## config.mk

```make
export PLATFORM = sky130hd
export DESIGN_NAME = dual_reset_gen
export DESIGN_NICKNAME = d
export VERILOG_FILES = /design/src/rtl/drg_pkg.sv /design/src/rtl/drg_src_sel.sv /design/src/rtl/drg_pup_edge.sv /design/src/rtl/drg_chan.sv /design/src/rtl/dual_reset_gen.sv
export SDC_FILE = /design/constraint.sdc
export NUM_CORES = 1
export LEC_CHECK = 0
export BUFFER_PORTS_ARGS = -buffer_cell sky130_fd_sc_hd__buf_4
export CORE_ASPECT_RATIO = 0.5
export CORE_MARGIN = 5
export CORE_UTILIZATION = 56
export CTS_CLUSTER_DIAMETER = 50
export DETAILED_ROUTE_END_ITERATION = 12
export PLACE_DENSITY = 0.89
export RECOVER_POWER = 25
export SLEW_MARGIN = 5
export SYNTH_ARGS = -nofsm -noshare
export SYNTH_HDL_FRONTEND = slang
export SYNTH_HIERARCHICAL = 1
export SYNTH_SLANG_ARGS = --single-unit
```

## constraint.sdc

```tcl
create_clock -name clk -period 5.7 [get_ports clk]
set_input_delay 0.285 -clock clk [delete_from_list [all_inputs] [get_ports clk]]
set_output_delay 0.285 -clock clk [all_outputs]
set_load 0.01 [all_outputs]
```

## src/rtl/drg_pkg.sv

```systemverilog
package drg_pkg;
  localparam int NOUT = 2;
  localparam int CH_A = 0;
  localparam int CH_B = 1;

  function automatic int unsigned hold_len(input int unsigned base, input int unsigned sel);
    return base << sel;
  endfunction
endpackage

```

## src/rtl/drg_src_sel.sv

```systemverilog
module drg_src_sel #(
  parameter int NRAIL = 4
) (
  input  logic [NRAIL-1:0]   uv_flag,
  input  logic [NRAIL-1:0]   ov_flag,
  input  logic [2*NRAIL-1:0] mask,
  input  logic               mr_n,
  input  logic               long_hit,
  output logic               trig
);
  logic [2*NRAIL-1:0] flags;

  assign flags = {ov_flag, uv_flag};
  // manual reset is ORed in after the mask so no mask bit can block it
  assign trig  = (|(flags & mask)) | ~mr_n | long_hit;
endmodule

```

## src/rtl/drg_pup_edge.sv

```systemverilog
module drg_pup_edge #(
  parameter int NPUP  = 4,
  parameter int PUP_W = 2
) (
  input  logic             clk,
  input  logic             rst_n,
  input  logic [NPUP-1:0]  pup_en,
  input  logic [PUP_W-1:0] pup_sel,
  output logic             rise
);
  logic cur;
  logic prev;

  assign cur  = pup_en[pup_sel];
  assign rise = cur & ~prev;

  // prev starts high so an enable that is already active at reset is not taken as an edge
  always_ff @(posedge clk) begin
    if (!rst_n) prev <= 1'b1;
    else        prev <= cur;
  end
endmodule

```

## src/rtl/drg_chan.sv

```systemverilog
module drg_chan #(
  parameter int CNT_W = 7
) (
  input  logic             clk,
  input  logic             rst_n,
  input  logic             trig,
  input  logic             early,
  input  logic [CNT_W-1:0] limit,
  output logic             held,
  output logic             rel
);
  logic [CNT_W-1:0] cnt;
  logic [CNT_W-1:0] last;

  assign last = limit - 1'b1;

  always_ff @(posedge clk) begin
    if (!rst_n) begin
      held <= 1'b1;
      cnt  <= '0;
      rel  <= 1'b0;
    end else begin
      rel <= 1'b0;
      if (trig) begin
        held <= 1'b1;
        cnt  <= '0;
      end else if (held) begin
        if (early || cnt == last) begin
          held <= 1'b0;
          cnt  <= '0;
          rel  <= 1'b1;
        end else begin
          cnt <= cnt + 1'b1;
        end
      end
    end
  end
endmodule

```

## src/rtl/dual_reset_gen.sv

```systemverilog
module dual_reset_gen #(
  parameter int NRAIL     = 4,
  parameter int NPUP      = 4,
  parameter int TSEL_W    = 2,
  parameter int PRTO_BASE = 8,
  localparam int PUP_W    = (NPUP > 1) ? $clog2(NPUP) : 1
) (
  input  logic                clk,
  input  logic                rst_n,
  input  logic [NRAIL-1:0]    uv_flag,
  input  logic [NRAIL-1:0]    ov_flag,
  input  logic [2*NRAIL-1:0]  mask_a,
  input  logic [2*NRAIL-1:0]  mask_b,
  input  logic                mr_n,
  input  logic                long_en,
  input  logic                long_tmo,
  input  logic                pwr_on_seq,
  input  logic [NPUP-1:0]     pup_en,
  input  logic [PUP_W-1:0]    pup_sel,
  input  logic [TSEL_W-1:0]   tmo_sel,
  output logic                rst_a_n,
  output logic                rst_b_n,
  output logic                rel_a,
  output logic                rel_b
);
  import drg_pkg::*;

  localparam int MAX_HOLD = PRTO_BASE << ((1 << TSEL_W) - 1);
  localparam int CNT_W    = $clog2(MAX_HOLD + 1);

  logic [CNT_W-1:0]   hold_cycles;
  logic               long_hit;
  logic               pup_rise;
  logic [2*NRAIL-1:0] mask_arr  [NOUT];
  logic [NOUT-1:0]    trig;
  logic [NOUT-1:0]    early;
  logic [NOUT-1:0]    held;
  logic [NOUT-1:0]    rel;

  assign hold_cycles    = CNT_W'(hold_len(PRTO_BASE, tmo_sel));
  assign long_hit       = long_en & long_tmo;
  assign mask_arr[CH_A] = mask_a;
  assign mask_arr[CH_B] = mask_b;

  drg_pup_edge #(.NPUP(NPUP), .PUP_W(PUP_W)) u_pup (
    .clk(clk), .rst_n(rst_n), .pup_en(pup_en), .pup_sel(pup_sel), .rise(pup_rise)
  );

  // only line A may be released early, and only with no trigger of its own present
  assign early[CH_A] = pwr_on_seq & pup_rise & ~trig[CH_A];
  assign early[CH_B] = 1'b0;

  for (genvar g = 0; g < NOUT; g++) begin : g_ch
    drg_src_sel #(.NRAIL(NRAIL)) u_src (
      .uv_flag(uv_flag), .ov_flag(ov_flag), .mask(mask_arr[g]),
      .mr_n(mr_n), .long_hit(long_hit), .trig(trig[g])
    );
    drg_chan #(.CNT_W(CNT_W)) u_chan (
      .clk(clk), .rst_n(rst_n), .trig(trig[g]), .early(early[g]),
      .limit(hold_cycles), .held(held[g]), .rel(rel[g])
    );
  end

  assign rst_a_n = ~held[CH_A];
  assign rst_b_n = ~held[CH_B];
  assign rel_a   = rel[CH_A];
  assign rel_b   = rel[CH_B];
endmodule

```

==> results of run 1 <==
-- metal layers --
| metal | vias up | global-route usage [%] | wire length (microns) |
|---|---|---|---|
| met1 | 652 | 23.5 | 1450 |
| met4 | 0 | 4.97 | 29 |
| li1 | 735 | - | - |
| met2 | 65 | 37.7 | 1700 |
| met5 | - | 0 | 0 |
| met3 | 6 | 6.05 | 267 |
-- layout make-up --
cell class,count,area share [%]
Clock inverter,1,0.259
Tap cell,37,2.39
Timing Repair Buffer,41,15.1
Sequential cell,19,19.7
Inverter,16,3.10
Clock buffer,3,2.13
Multi-Input combinational cell,166,57.3
-- per-stage QoR --
stage,cell area (sq um),hold WS [ns]
2_1_floorplan,1560,0.358
3_3_place_gp,1900,0.473
3_5_place_dp,1900,0.490
4_1_cts,1950,0.232
5_1_grt,1930,0.238
6_report,1930,0.241
-- power by group --
part,leakage (uW),internal [uW],switching (uW)
Combinational,0.000652,35.3,28.0
Clock,0.0000255,48.5,41.0
Sequential,0.000153,134,0.714
-- how the worst max path moves through the flow --
| stage | endpoint | start | slack, ns | cells past startpoint |
|---|---|---|---|---|
| 6_report | g_ch[0].u_chan/cnt[2] | tmo_sel[1] | 3.65 | 6 |
| 5_1_grt | g_ch[0].u_chan/held | tmo_sel[1] | 3.52 | 6 |
| 4_1_cts | g_ch[1].u_chan/cnt[0] | g_ch[1].u_chan/cnt[6] | 3.67 | 5 |
| 3_5_place_dp | g_ch[0].u_chan/held | tmo_sel[1] | 3.42 | 6 |
| 3_3_place_gp | g_ch[0].u_chan/cnt[0] | tmo_sel[1] | 3.51 | 7 |
| 2_1_floorplan | g_ch[0].u_chan/cnt[0] | tmo_sel[1] | 3.78 | 6 |
-- registers in the layout (all words and copies together) (netlist names) --
signal,count
g_ch.u_chan/rel,2
u_pup/prev,1
g_ch.u_chan/cnt,14
g_ch.u_chan/held,2
-- cells by family (layout without fill, tap and decap cells) --
kind of cell,count (synthesis),in the layout
muxes,3,3
adders and majority gates,4,4
xor gates and xnor gates,28,28
and+or+nand+nor,70,70
AOI/OAI and AO/OA,34,34
buffers and inverters,18,61
DFF,19,19
other,1,27
-- worst max-delay path: stages --
cell       delay, ns
buf_4           0.12
nor2b_1         0.59
mux2_2          0.30
a22oi_2         0.09
a2111oi_4       0.61
o31ai_1         0.17
-- cells in the final DEF, fill, tap and decap left out, types with 8 or more instances in the layout --
cell	count
a21oi_1	10
buf_4	36
conb_1	27
dfxtp_1	19
inv_1	16
nand2_1	22
nand3_1	8
nor2_1	11
xnor2_1	18
xor2_1	10
==> flow_summary.yaml, run 1 <==
sta:
  slew_viol_final: 0
  fin_crit_sh_pct: 36.1
  fmax_mhz: 487
  rsz0062_at_grt: "no"
  skew_ns: 0.00501
  setup_viol: 0
  fin_tns_setup_ns: 0
  relSlewSlack_pct: 49.3
  setup_ws_ns: 3.65
  worst_pin_slew_ns: 0.759
  hold_viol_final: 0
  period_needed_ns: 2.05
clock_tree:
  postCtsSetupRepairBufs: 0
  worstSkewPairLatency_ns: 0.25
  h-tree-depth: 1
  cts_buffers: 3
  cts_tree: "built"
  cts.sinks: 19
  postCtsHoldBufs: 0
  cts_resized: 0
  cts.clk_slew.worst_paths_ns: 0.07
  clock_tree.root_cell: "clkbuf_8"
  cts_max_path_buffers: 2
layout:
  drive_gt1_share_pct: 22.8
  num-fill-cells: 206
  stdcell_count: 283
  num_antenna_cells: 0
  layout.nets: 289
  multiInputGateArea_sq_mm: 0.00111
  regArea_sq_um: 380
  final_core_util_pct: 76.2
  syn_to_final_growth_pct: 32.6
floorplan:
  dieWidth_microns: 82.2
  die-area_sq_mm: 0.00379
  num_rows: 13
  core_sq_mm: 0.00254
  pin_count: 42
  die_y_microns: 46.1
  initial_core_util_pct: 57.5
hold_path:
  min_from: "rst_n"
  min_to: "u_pup/prev"
  min_path_type: "in2reg"
  worstHoldPathCells: 2
yosys:
  syn_area_sq_mm: 0.00146
  synthSimpleGateAreaFrac_pct: 25.1
  avgSynthCellArea_sq_um: 8.24
  synth.most_common_cell: "nand2_1"
  ys_async_sr_fraction_pct: 0
  ys_seq_area_share_pct: 26.1
  synth.area.top_cells: "dfxtp_1 26%, xnor2_1 11%, xor2_1 6.0%"
  muxShareOfSynthArea_pct: 3.09
  synth_common_cells: "22 x nand2_1, 19 x dfxtp_1, 18 x xnor2_1"
  synth_xor_area_share_pct: 16.8
  synth_compound_area_share_pct: 20.6
  synth_fa_ha_area_share_pct: 3.43
  ys_dominant_reg_cell: "dfxtp_1"
  synthCells: 177
  synth_top_family_by_area: "simple AND/OR/NAND/NOR gates"
  ys_warn_count: 6
  synth_top_area_share_pct: 26.1
  ys_ff_latch: 19
  yosys.cell_types.count: 35
  synth_edf_count: 0
  synth_area_leader_cell: "dfxtp_1"
critical_path:
  reg2reg_depth: 5
  arrival_ns: 2.17
  reg2reg_to: "g_ch[1].u_chan/cnt[0]"
  r2r_slack_ns: 3.67
  endpoint_kind: "register"
  r2r_start: "g_ch[1].u_chan/cnt[6]"
  cp_max_fo: 10
  critPathLaunchType: "input pin"
  required_ns: 5.81
  path_class: "in2reg"
status:
  outcome: "finished, final reports clean"
detailed_routing:
  routedWlPerCell_microns: 12.2
  drt-total-wl_microns: 3450
  remaining_drc_errors: 0
  drt_first_pass_iters: 4
  drt_iter0_drc: 73
  vias: 1458
  ant_nets: 0
  vias_per_cell: 5.15
grt:
  track_usage_pct: 20.4
  grt_pass1_wl_microns: 6000
  antenna_found_initial: 0
  grt_max_degree: 16
  grt_pass1_vias: 1473
  gr-total-overflow: 0
run:
  drv_cap: 0
place:
  dp_hpwl_microns: 2900
  post-place-ws_ns: 3.42
  port-buffer-count: 41
  gp_congestion: 0.822
  place_inst: 279
power:
  vdd_drop_max_mv: 0.169
  power_density_mw_per_mm2: 148
  p_total_uw: 287
  leakage_uw: 0.000830
No activity file was read; power rests on OpenSTA's default activity.
==> run 2, diff against run 1 <==
--- a/config.mk
+++ b/config.mk
@@ -8,10 +8,10 @@
 export BUFFER_PORTS_ARGS = -buffer_cell sky130_fd_sc_hd__buf_4
 export CORE_ASPECT_RATIO = 0.5
 export CORE_MARGIN = 5
-export CORE_UTILIZATION = 56
+export CORE_UTILIZATION = 47
 export CTS_CLUSTER_DIAMETER = 50
 export DETAILED_ROUTE_END_ITERATION = 12
-export PLACE_DENSITY = 0.89
+export PLACE_DENSITY = 0.8
 export RECOVER_POWER = 25
 export SLEW_MARGIN = 5
 export SYNTH_ARGS = -nofsm -noshare
==> constraint.sdc (replaced) <==
create_clock -name clk -period 1.7 [get_ports clk]
set_input_delay 0.085 -clock clk [delete_from_list [all_inputs] [get_ports clk]]
set_output_delay 0.085 -clock clk [all_outputs]
set_load 0.01 [all_outputs]
==> run 2 against run 1 <==
  * The run now ends with negative setup slack left
  * Worst hold slack worse by 0.20 ns
  * Clock skew down 0.0044 ns
  * Sequential share of layout area down 1.3 points
  * Clock power rose to 3.4 times the previous value
  * Cell count up 6.0%
  * Combinational power rose to 3.6 times the previous value
  * Die area up 16%
  * Routed wire length down 0.81%
  * Utilization down 6.0 points
  * Global-route usage down 3.9 points
  * Largest cell class unchanged
  * Largest power group unchanged
==> flow_summary.yaml, run 2 (synthesis results as in run 1) <==
status:
  outcome: "finished, violations left"
  violations: "negative setup slack"
floorplan:
  die_y_microns: 49.4
  dieWidth_microns: 88.8
  initial_core_util_pct: 48.7
  num_rows: 14
  die-area_sq_mm: 0.00439
  core_sq_mm: 0.00300
  pin_count: 42
power:
  power_density_mw_per_mm2: 465
  p_switching_uw: 234
  pwr-share-seq_pct: 45.8
  vdd_drop_max_mv: 0.347
  leakage_uw: 0.000925
  power.share.clock_pct: 30.7
  swShare_pct: 23.9
  p_comb_share_pct: 23.5
  p_int_uw: 744
place:
  place_inst: 294
  dp_hpwl_microns: 2810
  post-place-ws_ns: -0.190
  gp_congestion: 0.772
  port-buffer-count: 41
detailed_routing:
  remaining_drc_errors: 0
  drt-total-wl_microns: 3430
  routedWlPerCell_microns: 11.4
  drt_iter0_drc: 33
  drt_first_pass_iters: 4
  vias_per_cell: 4.89
  vias: 1467
  ant_nets: 0
layout:
  layout.nets: 303
  layout_common_cells: "53 x buf_4, 27 x conb_1, 22 x nand2_1, 18 x xnor2_1, 17 x dfxtp_1"
  num-fill-cells: 246
  largestRegisters: "g_ch.u_chan/cnt: 14 flops, g_ch.u_chan/held: 2 flops, g_ch.u_chan/rel: 2 flops"
  stdcell_count: 300
  drive_gt1_share_pct: 31.9
  num_antenna_cells: 0
  mostFrequentLayoutCell: "buf_4"
  largest_reg_flops: 14
  regMostFlops: "g_ch.u_chan/cnt"
  syn_to_final_growth_pct: 44.2
critical_path:
  arrival_ns: 1.86
  cp_max_fo: 5
  max_stage_delay_ns: 0.43
  required_ns: 1.83
  critPathLaunchType: "register"
  endpoint_kind: "register"
  cp_slowest_cell: "or4_4"
  path_cells: "xor2_2 > nand2_1 > or4_4 > a2111oi_4 > buf_4 > o21ai_1"
  path_class: "reg2reg"
clock_tree:
  cts_tree: "built"
  worstSkewPairLatency_ns: 0.25
  cts_buffers: 3
  clock_tree.root_cell: "clkbuf_8"
  cts.clk_slew.worst_paths_ns: 0.06
  cts.sinks: 19
  h-tree-depth: 1
  cts_max_path_buffers: 2
sta:
  rsz0062_at_grt: "yes"
  period_needed_ns: 1.73
  setup_viol: 18
  hold_ws_ns: 0.0381
  setup_ws_ns: -0.0311
  fmax_mhz: 578
  skew_ns: 0.000631
  hold_viol_final: 0
  fin_crit_sh_pct: 102
  slew_viol_final: 0
grt:
  antenna_found_initial: 0
  grt_pass1_vias: 1475
  gr-total-overflow: 0
  track_usage_pct: 16.5
  grt_pass1_wl_microns: 5860
  grt_max_degree: 12
hold_path:
  min_path_type: "in2reg"
run:
  drv_cap: 0
[run 2: changes by cell type in the layout (fill, tap and decap cells not counted), sizes merged]
| cell | change |
|---|---|
| buf | +18 |
| clkbuf | -3 |
| clkinv | -1 |
[run 2: worst paths after layout]
kind / start / endpoint / slack, ns / cells after the start
hold / removal: rst_n / u_pup/prev / 0.04 / 2
setup / recovery: g_ch[0].u_chan/cnt[6] / g_ch[0].u_chan/held / -0.03 / 6
setup reg to reg: g_ch[0].u_chan/cnt[6] / g_ch[0].u_chan/held / -0.03 / 6
hold reg to reg: g_ch[1].u_chan/cnt[1] / g_ch[1].u_chan/cnt[1] / 0.50 / 2
[run 2: power groups by stage]
stage | Sequential (uW) | Combinational [uW] | Clock [uW]
after floorplan | 459 | 123 | 0
after global placement | 460 | 217 | 0
after detailed placement | 460 | 225 | 0
after CTS | 450 | 226 | 314
after global routing | 448 | 254 | 340
final | 448 | 230 | 301
[run 2: area by class of cell]
class	count	area, sq um	area share [%]
Clock buffer	4	45.0	2.14
Inverter	16	60.1	2.86
Multi-Input combinational cell	166	1150	54.5
Sequential cell	19	385	18.3
Tap cell	40	50.0	2.38
Timing Repair Buffer	55	417	19.8
[run 2: critical path: cells and delay by family (launching register included)]
| kind | cells | cell delay (ns) |
|---|---|---|
| and+or+nand+nor | 2 | 0.50 |
| AOI/OAI and AO/OA | 2 | 0.39 |
| buffers and inverters | 1 | 0.20 |
| xor gates and xnor gates | 1 | 0.16 |
| DFF | 1 | 0.36 |
[run 2: stage by stage]
| step | util, % | area (sq um) | total power, uW | TNS, ns |
|---|---|---|---|---|
| after floorplan | - | 1580 | 583 | -0.0228 |
| final | 70.2 | 2100 | 979 | -0.414 |
| after global routing | 70.2 | 2100 | 1040 | -1.63 |
| after global placement | 67.6 | 2020 | 677 | -1.59 |
| after detailed placement | 67.6 | 2020 | 684 | -2.55 |
| after CTS | 69.2 | 2070 | 990 | -0.205 |
[run 2: timing repair]
action | in CTS | in global routing
hold buffers | 0 | 0
buffers inserted | 0 | 1
pin swaps | 1 | 2
endpoints found under the setup margin | 10 | 18
gates cloned | 0 | 1
gates resized for setup | 1 | 6
[run 2: routing by layer]
metal  wire length (microns)  vias to the layer above  global-route usage (%)
li1                        -                      759                       -
met1                    1430                      677                    18.3
met2                    1830                       25                    31.7
met3                     110                        6                    3.37
met4                      61                        0                    4.02
met5                       0                        -                       0
